`config.mk`:
```
export PLATFORM = sky130hd
export DESIGN_NAME = cart_dma_ctrl
export DESIGN_NICKNAME = d
export VERILOG_FILES = /design/src/rtl/cdma_pkg.sv /design/src/rtl/cdma_regs.sv /design/src/rtl/cdma_seq.sv /design/src/rtl/cart_dma_ctrl.sv
export SDC_FILE = /design/constraint.sdc
export NUM_CORES = 1
export LEC_CHECK = 0
export ABC_AREA = 1
export BUFFER_PORTS_ARGS = -buffer_cell sky130_fd_sc_hd__buf_2
export CAP_MARGIN = 20
export CORE_MARGIN = 1
export CORE_UTILIZATION = 60
export DETAILED_ROUTE_END_ITERATION = 10
export HOLD_SLACK_MARGIN = 0.05
export PLACE_DENSITY = 0.87
export SYNTH_ARGS = -nofsm -noshare
export SYNTH_HDL_FRONTEND = slang
export SYNTH_SLANG_ARGS = --single-unit
```
`constraint.sdc`:
```
create_clock -name clk -period 5.1 [get_ports clk]
set_input_delay 1.02 -clock clk [delete_from_list [all_inputs] [get_ports clk]]
set_output_delay 1.02 -clock clk [all_outputs]
set_load 0.01 [all_outputs]
```
`src/rtl/cdma_pkg.sv`:
```
package cdma_pkg;
  typedef enum logic [2:0] {
    DIR_NONE    = 3'd0,
    DIR_SD2MEM  = 3'd1,
    DIR_MEM2SD  = 3'd2,
    DIR_USB2MEM = 3'd3,
    DIR_MEM2USB = 3'd4
  } dir_e;

  localparam logic [7:0]  OFS_STATUS = 8'h04;
  localparam logic [7:0]  OFS_LEN    = 8'h08;
  localparam logic [7:0]  OFS_BASE   = 8'h0C;
  localparam logic [7:0]  OFS_CMD    = 8'h14;
  localparam logic [7:0]  OFS_KEY    = 8'h20;
  localparam logic [7:0]  OFS_VER    = 8'h2C;
  localparam logic [15:0] KEY_OPEN   = 16'h1234;
  localparam logic [15:0] KEY_SHUT   = 16'h0000;

  function automatic logic dir_inbound(dir_e d);
    return (d == DIR_SD2MEM) || (d == DIR_USB2MEM);
  endfunction

  function automatic logic dir_uses_sd(dir_e d);
    return (d == DIR_SD2MEM) || (d == DIR_MEM2SD);
  endfunction
endpackage

```
`src/rtl/cdma_regs.sv`:
```
module cdma_regs
  import cdma_pkg::*;
#(
  parameter logic [7:0] VER_MAJ = 8'd3,
  parameter logic [7:0] VER_MIN = 8'd4
) (
  input  logic        clk,
  input  logic        rst_n,
  input  logic        wr,
  input  logic [7:0]  addr,
  input  logic [31:0] wdata,
  input  logic        busy,
  input  logic [15:0] status,
  output logic [31:0] rdata,
  output logic        unlocked,
  output logic [15:0] len_q,
  output logic [15:0] base_q,
  output logic        start,
  output dir_e        start_dir
);
  logic [15:0] wlo;
  logic        code_ok;
  logic [15:0] rd_lo;

  assign wlo       = wdata[15:0];
  assign code_ok   = (wlo >= 16'd1) && (wlo <= 16'd4);
  assign start     = wr && unlocked && (addr == OFS_CMD) && code_ok && !busy;
  assign start_dir = dir_e'(wlo[2:0]);

  always_ff @(posedge clk or negedge rst_n) begin
    if (!rst_n) begin
      unlocked <= 1'b0;
      len_q    <= '0;
      base_q   <= '0;
    end else if (wr) begin
      if (addr == OFS_KEY) begin
        if (wlo == KEY_OPEN)      unlocked <= 1'b1;
        else if (wlo == KEY_SHUT) unlocked <= 1'b0;
      end
      if (unlocked && addr == OFS_LEN)  len_q  <= wlo;
      if (unlocked && addr == OFS_BASE) base_q <= wlo;
    end
  end

  always_comb begin
    case (addr)
      OFS_STATUS: rd_lo = status;
      OFS_LEN:    rd_lo = len_q;
      OFS_BASE:   rd_lo = base_q;
      OFS_VER:    rd_lo = {VER_MAJ, VER_MIN};
      default:    rd_lo = '0;
    endcase
    rdata = unlocked ? {status, rd_lo} : 32'd0;
  end


  locked_wr_chk: assert property (@(posedge clk) disable iff (!rst_n)
    (!unlocked && wr) |=> ($stable(len_q) && $stable(base_q)));
endmodule

```
`src/rtl/cdma_seq.sv`:
```
module cdma_seq
  import cdma_pkg::*;
#(
  parameter int BLK_LOG2  = 9,
  parameter int UNIT_LOG2 = 11,
  parameter int TIMEOUT   = 1024,
  parameter int MEM_AW    = 16 + UNIT_LOG2
) (
  input  logic              clk,
  input  logic              rst_n,
  input  logic              start,
  input  dir_e              start_dir,
  input  logic [15:0]       len,
  input  logic [15:0]       base,
  output logic              busy,
  output logic              tout,
  input  logic              sd_rx_valid,
  input  logic [7:0]        sd_rx_data,
  output logic              sd_rx_ready,
  output logic              sd_tx_valid,
  output logic [7:0]        sd_tx_data,
  input  logic              sd_tx_ready,
  input  logic              usb_rx_valid,
  input  logic [7:0]        usb_rx_data,
  output logic              usb_rx_ready,
  output logic              usb_tx_valid,
  output logic [7:0]        usb_tx_data,
  input  logic              usb_tx_ready,
  output logic              mem_we,
  output logic              mem_re,
  output logic [MEM_AW-1:0] mem_addr,
  output logic [7:0]        mem_wdata,
  input  logic [7:0]        mem_rdata
);
  localparam int CNT_W = 17 + BLK_LOG2;
  localparam int TO_W  = (TIMEOUT > 2) ? $clog2(TIMEOUT) : 1;
  localparam logic [TO_W-1:0] TO_LAST = TO_W'(TIMEOUT - 1);

  dir_e              dir_q;
  logic [MEM_AW-1:0] addr_q;
  logic [CNT_W-1:0]  left_q;
  logic [TO_W-1:0]   idle_q;
  logic [7:0]        hold_q;
  logic              hold_v_q, rd_pend_q;

  logic       inbound, use_sd, in_valid, in_ready, out_valid, out_ready;
  logic [7:0] in_data;
  logic       hs, last, tout_hit;

  assign inbound   = dir_inbound(dir_q);
  assign use_sd    = dir_uses_sd(dir_q);
  assign in_valid  = use_sd ? sd_rx_valid : usb_rx_valid;
  assign in_data   = use_sd ? sd_rx_data  : usb_rx_data;
  assign out_ready = use_sd ? sd_tx_ready : usb_tx_ready;
  assign in_ready  = busy && inbound;
  assign out_valid = busy && !inbound && hold_v_q;

  assign sd_rx_ready  = in_ready && use_sd;
  assign usb_rx_ready = in_ready && !use_sd;
  assign sd_tx_valid  = out_valid && use_sd;
  assign usb_tx_valid = out_valid && !use_sd;
  assign sd_tx_data   = hold_q;
  assign usb_tx_data  = hold_q;

  assign hs        = inbound ? (in_valid && in_ready) : (out_valid && out_ready);
  assign mem_we    = in_ready && in_valid;
  assign mem_wdata = in_data;
  assign mem_addr  = addr_q;
  assign mem_re    = busy && !inbound && !hold_v_q && !rd_pend_q;
  assign last      = (left_q == CNT_W'(1));
  assign tout_hit  = busy && !hs && (idle_q == TO_LAST);

  always_ff @(posedge clk or negedge rst_n) begin
    if (!rst_n) begin
      busy      <= 1'b0;
      tout      <= 1'b0;
      dir_q     <= DIR_NONE;
      addr_q    <= '0;
      left_q    <= '0;
      idle_q    <= '0;
      hold_q    <= '0;
      hold_v_q  <= 1'b0;
      rd_pend_q <= 1'b0;
    end else if (start) begin
      busy      <= 1'b1;
      tout      <= 1'b0;
      dir_q     <= start_dir;
      addr_q    <= MEM_AW'(base) << UNIT_LOG2;
      left_q    <= (CNT_W'(len) + CNT_W'(1)) << BLK_LOG2;
      idle_q    <= '0;
      hold_v_q  <= 1'b0;
      rd_pend_q <= 1'b0;
    end else if (busy) begin
      rd_pend_q <= mem_re;
      if (rd_pend_q) begin
        hold_q   <= mem_rdata;
        hold_v_q <= 1'b1;
      end
      if (hs) begin
        addr_q   <= addr_q + 1'b1;
        left_q   <= left_q - 1'b1;
        idle_q   <= '0;
        hold_v_q <= 1'b0;
        if (last) busy <= 1'b0;
      end else if (tout_hit) begin
        busy <= 1'b0;
        tout <= 1'b1;
      end else begin
        idle_q <= idle_q + 1'b1;
      end
    end
  end


  one_stream_chk: assert property (@(posedge clk) disable iff (!rst_n)
    $onehot0({sd_rx_ready, usb_rx_ready, sd_tx_valid, usb_tx_valid}));


  addr_step_chk: assert property (@(posedge clk) disable iff (!rst_n)
    (busy && hs && !last) |=> (mem_addr == $past(mem_addr) + 1'b1));


  tx_hold_chk: assert property (@(posedge clk) disable iff (!rst_n)
    (sd_tx_valid && !sd_tx_ready) |=> ((sd_tx_valid && $stable(sd_tx_data)) || !busy));


  done_chk: assert property (@(posedge clk) disable iff (!rst_n)
    (busy && hs && last) |=> !busy);


  tout_abort_chk: assert property (@(posedge clk) disable iff (!rst_n)
    $rose(tout) |-> $fell(busy));
endmodule

```
`src/rtl/cart_dma_ctrl.sv`:
```
module cart_dma_ctrl
  import cdma_pkg::*;
#(
  parameter int          BLK_LOG2  = 9,
  parameter int          UNIT_LOG2 = 11,
  parameter int          TIMEOUT   = 1024,
  parameter logic [7:0]  VER_MAJ   = 8'd3,
  parameter logic [7:0]  VER_MIN   = 8'd4
) (
  input  logic                    clk,
  input  logic                    rst_n,
  input  logic                    bus_wr,
  input  logic [7:0]              bus_addr,
  input  logic [31:0]             bus_wdata,
  output logic [31:0]             bus_rdata,
  input  logic                    usb_rxf_n,
  input  logic                    usb_txe_n,
  input  logic                    sd_rx_valid,
  input  logic [7:0]              sd_rx_data,
  output logic                    sd_rx_ready,
  output logic                    sd_tx_valid,
  output logic [7:0]              sd_tx_data,
  input  logic                    sd_tx_ready,
  input  logic                    usb_rx_valid,
  input  logic [7:0]              usb_rx_data,
  output logic                    usb_rx_ready,
  output logic                    usb_tx_valid,
  output logic [7:0]              usb_tx_data,
  input  logic                    usb_tx_ready,
  output logic                    mem_we,
  output logic                    mem_re,
  output logic [16+UNIT_LOG2-1:0] mem_addr,
  output logic [7:0]              mem_wdata,
  input  logic [7:0]              mem_rdata
);
  localparam int MEM_AW = 16 + UNIT_LOG2;

  logic        busy, tout, unlocked, start;
  logic [15:0] len_q, base_q, status;
  dir_e        start_dir;

  assign status = {12'd0, usb_rxf_n, usb_txe_n, tout, busy};

  cdma_regs #(.VER_MAJ(VER_MAJ), .VER_MIN(VER_MIN)) i_regs (
    .clk(clk), .rst_n(rst_n), .wr(bus_wr), .addr(bus_addr), .wdata(bus_wdata),
    .busy(busy), .status(status), .rdata(bus_rdata), .unlocked(unlocked),
    .len_q(len_q), .base_q(base_q), .start(start), .start_dir(start_dir)
  );

  cdma_seq #(.BLK_LOG2(BLK_LOG2), .UNIT_LOG2(UNIT_LOG2), .TIMEOUT(TIMEOUT),
             .MEM_AW(MEM_AW)) i_seq (
    .clk(clk), .rst_n(rst_n), .start(start), .start_dir(start_dir),
    .len(len_q), .base(base_q), .busy(busy), .tout(tout),
    .sd_rx_valid(sd_rx_valid), .sd_rx_data(sd_rx_data), .sd_rx_ready(sd_rx_ready),
    .sd_tx_valid(sd_tx_valid), .sd_tx_data(sd_tx_data), .sd_tx_ready(sd_tx_ready),
    .usb_rx_valid(usb_rx_valid), .usb_rx_data(usb_rx_data), .usb_rx_ready(usb_rx_ready),
    .usb_tx_valid(usb_tx_valid), .usb_tx_data(usb_tx_data), .usb_tx_ready(usb_tx_ready),
    .mem_we(mem_we), .mem_re(mem_re), .mem_addr(mem_addr),
    .mem_wdata(mem_wdata), .mem_rdata(mem_rdata)
  );


  busy_cmd_chk: assert property (@(posedge clk) disable iff (!rst_n)
    start |-> !busy);


  locked_start_chk: assert property (@(posedge clk) disable iff (!rst_n)
    !unlocked |-> !start);
endmodule

```
==> results.txt <==
The floorplan step set the die width to 115 um. The post-placement cell count is 1400. TritonCTS built the clock tree. Summing over every cut layer, the via total after detailed routing is 7763.

The data arrival at the endpoint of the critical path came out at 2.72 ns. The number of fillers in the final layout is 1089. The number of gates resized after cts is 0.

The residual overflow from global routing came out at 0. Synthesis produced a netlist whose cell count is 1138. The ratio of final minimum period to clock period is 73.4%.

The clock insertion delay at the later pin of the skew report came out at 0.36 ns. For this design, the slowest cell found on the critical path is sky130_fd_sc_hd__nor2_4. The parity-gate share of the synthesized area counting xor and xnor cells is 3.44%. The number of nets with antenna violations after routing is 0. The detailed-route wire length is 19800 um. Data on the critical path is required at its endpoint by 4.08 ns. The number of global-route vias before repair came out at 7023. The element type at the critical path start is a primary input.

The highest net fanout along the worst path is 18. Among all flip-flop cells after synthesis, the most frequent one is sky130_fd_sc_hd__dfrtp_1. The worst register-to-register path begins at i_seq.dir_q[1]. The hold buffer count at cts is 0. The post-route standard cell area excluding fillers came out at 8540 um2. Using the TritonRoute via totals, the vias-per-cell ratio works out to 5.48. The multiplexer area fraction after synthesis came out at 1.18%. For the pin with the worst max-slew slack, the measured transition is 0.968 ns. Clock-pin slew was measured on the worst setup and hold paths at 0.07 ns. The worst slew slack as a fraction of its limit came out at 35.3%. The worst hold slack came out at 0.501 ns.

The synthesized cell area came out at 7630 um2. The number of pins exceeding their max-slew limit in the final report was 0. The share of synthesized area occupied by flip-flops and latches came out at 36.4%. The worst hold path terminates at i_seq.left_q[18].

The cell accounting for the most synthesized area is sky130_fd_sc_hd__dfrtp_1. The class of the tightest hold or removal check is reg -> reg. The total track usage came out at 31.7%. In the final design database the tool counted 1321 nets. The post-route netlist has 16.2% of its cells at a drive strength greater than 1. The fraction of post-synthesis cell area in the top cell type by area is 36.4%. The startpoint of the worst hold path is i_seq.left_q[18]. From synthesis to final layout, the design area changed by 11.8%. Cells fill 69.9% of the core in the end. The remaining design rule violation count is 0. The length in cells of the worst reg-to-reg path came out at 12. The average instance area after synthesis came out at 6.71 um2. The max capacitance violation total came out at 0. The clock skew after layout is 0.00977 ns.

Setup repair after global routing left no endpoint under its margin. The synthesized netlist contains 42 unique library cells. For this run, the detailed router's first-pass iteration total came to 6.

The number of buffers added by the clock tree synthesis step came out at 9. The area fraction in and, or, nand and nor cells after synthesis is 40.0%. The initial utilization of the core area, before any placement, comes to 62.5%.

The quantity of I/O buffers inserted on ports is 133. The first global-routing pass estimated 32900 um of wire. Setup slack closes at 1.36 ns. The run finished with clean final reports. STA classifies the critical path endpoint as an output port. The post-synthesis async set-or-reset flop share is 100%. The maximum number of pins on one net before global-route repair came out at 76. Sorting the synthesized cells by area gives the leading types as sky130_fd_sc_hd__dfrtp_1, sky130_fd_sc_hd__nand2_1, sky130_fd_sc_hd__nand3_1.

Traced cell by cell, the critical path runs through buf_2, nor2_2, nand3_1, nor2_4, nor2_1, nand3_1, nand2_1, a31oi_1, buf_2. The clock drives 111 sinks. The count of cells in the finished layout, fillers not included, comes to 1416. The setup violation total in the final timing report is 0. The internal reg-to-reg setup slack is 1.85 ns. The number of hold violations in the final report is 0. After synthesis, the largest family of logic cells by area is simple AND/OR/NAND/NOR gates.

The HPWL reported at the end of detailed placement is 14500 um. The standby leakage power came out at 4.18 nW. The number of antenna violations at the first check in global routing came out at 0. The Yosys step of the flow raised 0 warnings. The maximum vdd ir drop is 245 uV.

Routability-driven placement finished with a final weighted congestion of 0.888. The number of flops mapped to enable cells by yosys is 0. The post-detailed-placement cell area is 8260 um2. The number of buffers inserted by post-CTS setup repair is 0.

The maximum count of clock buffers along a single path is 2. CTS placed an instance of sky130_fd_sc_hd__clkbuf_16 at the clock tree root. The number of flip-flops and latches in the synthesized netlist is 111. At the placement stage, the worst setup path has a slack of 1.43 ns. The wire length per cell is 14.0 um. The H-tree depth reported by CTS came out at 3. The number of cells on the worst hold path is 2. The number of antenna cells inserted came out at 0. The die covers 13200 um2. Summing the areas of all compound-gate instances in the mapped netlist gives 7.83% of the synthesized area.

The total I/O pin count came out at 162. In this run the power density over the cells is 343 nW/um2. The total negative slack for setup checks is 0 ns.

The power consumption is 2.93 mW. The minimum period implied by the final worst setup slack came out at 3.74 ns. The setup path with the least slack is of type in -> out.

The largest single stage delay on the critical path is 0.37 ns. The worst register-to-register path ends at i_seq.mem_addr[21]. The vertical die dimension came out at 115 um. The number of DRC markers in iteration 0 is 857. Based on the critical path, the design can be clocked at up to 267 MHz.

The area inside the core boundary is 12200 um2. After floorplanning, the core was divided into 40 placement rows. The post-synthesis adder-cell area fraction came out at 0.820%.
## cells by family after synthesis
| group | after synthesis |
|---|---|
| compound gates | 107 |
| xor+xnor | 30 |
| fa+ha+maj | 5 |
| buf+inv | 173 |
| flops | 111 |
| mux | 8 |
| other cells | 1 |
| simple gates | 703 |
## cells in the final DEF (no fill, tap or decap), types with 4 or more instances in the layout
master                      synthesis  layout
sky130_fd_sc_hd__inv_2              6       6
sky130_fd_sc_hd__buf_4             26       4
sky130_fd_sc_hd__o21ai_0           43      43
sky130_fd_sc_hd__nor3_1            10      10
sky130_fd_sc_hd__clkbuf_16          0       9
sky130_fd_sc_hd__inv_1            110     110
sky130_fd_sc_hd__o211ai_1          10      10
sky130_fd_sc_hd__xor2_1            16      16
sky130_fd_sc_hd__o21ai_2            6       6
sky130_fd_sc_hd__nand2_1          375     375
sky130_fd_sc_hd__o21ai_1           17      17
sky130_fd_sc_hd__nand3_1          112     112
sky130_fd_sc_hd__buf_2             14     132
sky130_fd_sc_hd__xnor2_1           14      14
sky130_fd_sc_hd__a31oi_1            4       4
sky130_fd_sc_hd__nor2_1           132     132
sky130_fd_sc_hd__ha_1               5       5
sky130_fd_sc_hd__nor2_2             7       7
sky130_fd_sc_hd__nand3b_1           7       7
sky130_fd_sc_hd__conb_1             1      12
sky130_fd_sc_hd__a21oi_1           23      23
sky130_fd_sc_hd__mux2_2             8       8
sky130_fd_sc_hd__nand2_2            8       8
sky130_fd_sc_hd__nand4_1           37      37
sky130_fd_sc_hd__dfrtp_1          111     111
sky130_fd_sc_hd__nor2_4             4       4
## registers in the layout, summed over array words and instances, names as in the netlist, 3 cells and up
signal	cells
i_regs.base_q	16
i_seq.mem_addr	27
i_seq.left_q	26
i_seq.sd_tx_data	8
i_regs.len_q	16
i_seq.idle_q	10
i_seq.dir_q	3
## layer usage
layer	up-vias	GRT usage [%]	routed length (um)	part of all wire, %
met5	-	0	0	0
li1	3834	-	-	-
met3	41	6.01	1670	8.4
met1	3541	43.4	8400	42
met4	0	10.8	514	2.6
met2	347	50.9	9260	47
## worst max-delay path by stage
stage	endpoint	from	depth (start not counted)	slack [ns]
2_1_floorplan	bus_rdata[12]	bus_addr[7]	6	2.00
3_3_place_gp	bus_rdata[3]	bus_addr[7]	9	1.42
3_5_place_dp	bus_rdata[3]	bus_addr[7]	9	1.43
4_1_cts	bus_rdata[3]	bus_addr[7]	9	1.42
5_1_grt	bus_rdata[3]	bus_addr[7]	9	1.28
6_report	bus_rdata[3]	bus_addr[7]	9	1.36
## worst max-delay path, delay by kind of cell
kind                   cells  cell delay (ns)
AND/OR/NAND/NOR            6             1.08
buffers and inverters      2             0.30
AO/OA/AOI/OAI              1             0.32
## cell usage after synthesis, types with 2 or more instances
master	instances
sky130_fd_sc_hd__a21oi_1	23
sky130_fd_sc_hd__a31oi_1	4
sky130_fd_sc_hd__buf_2	14
sky130_fd_sc_hd__buf_4	26
sky130_fd_sc_hd__buf_6	2
sky130_fd_sc_hd__clkbuf_1	11
sky130_fd_sc_hd__dfrtp_1	111
sky130_fd_sc_hd__ha_1	5
sky130_fd_sc_hd__inv_1	110
sky130_fd_sc_hd__inv_2	6
sky130_fd_sc_hd__mux2_2	8
sky130_fd_sc_hd__nand2_1	375
sky130_fd_sc_hd__nand2_2	8
sky130_fd_sc_hd__nand2_4	2
sky130_fd_sc_hd__nand3_1	112
sky130_fd_sc_hd__nand3_2	3
sky130_fd_sc_hd__nand3b_1	7
sky130_fd_sc_hd__nand4_1	37
sky130_fd_sc_hd__nor2_1	132
sky130_fd_sc_hd__nor2_2	7
sky130_fd_sc_hd__nor2_4	4
sky130_fd_sc_hd__nor3_1	10
sky130_fd_sc_hd__nor4_1	2
sky130_fd_sc_hd__o211ai_1	10
sky130_fd_sc_hd__o21ai_0	43
sky130_fd_sc_hd__o21ai_1	17
sky130_fd_sc_hd__o21ai_2	6
sky130_fd_sc_hd__xnor2_1	14
sky130_fd_sc_hd__xor2_1	16
## power by group
| group | switching, mW | internal (mW) | leakage, nW |
|---|---|---|---|
| Combinational | 0.612 | 0.376 | 2.59 |
| Sequential | 0.208 | 1.06 | 1.46 |
| Clock | 0.316 | 0.357 | 0.136 |
## final cells by class
cell class	instances	area, um2	area share [%]
clock buffer	13	260	3.05
clock inverter	3	17.5	0.205
inverter	119	454	5.32
multi-input combinational	865	4110	48.2
sequential	111	2780	32.5
tap	168	210	2.46
timing repair buffer	137	706	8.27
No activity file was read; power rests on OpenSTA's default activity.
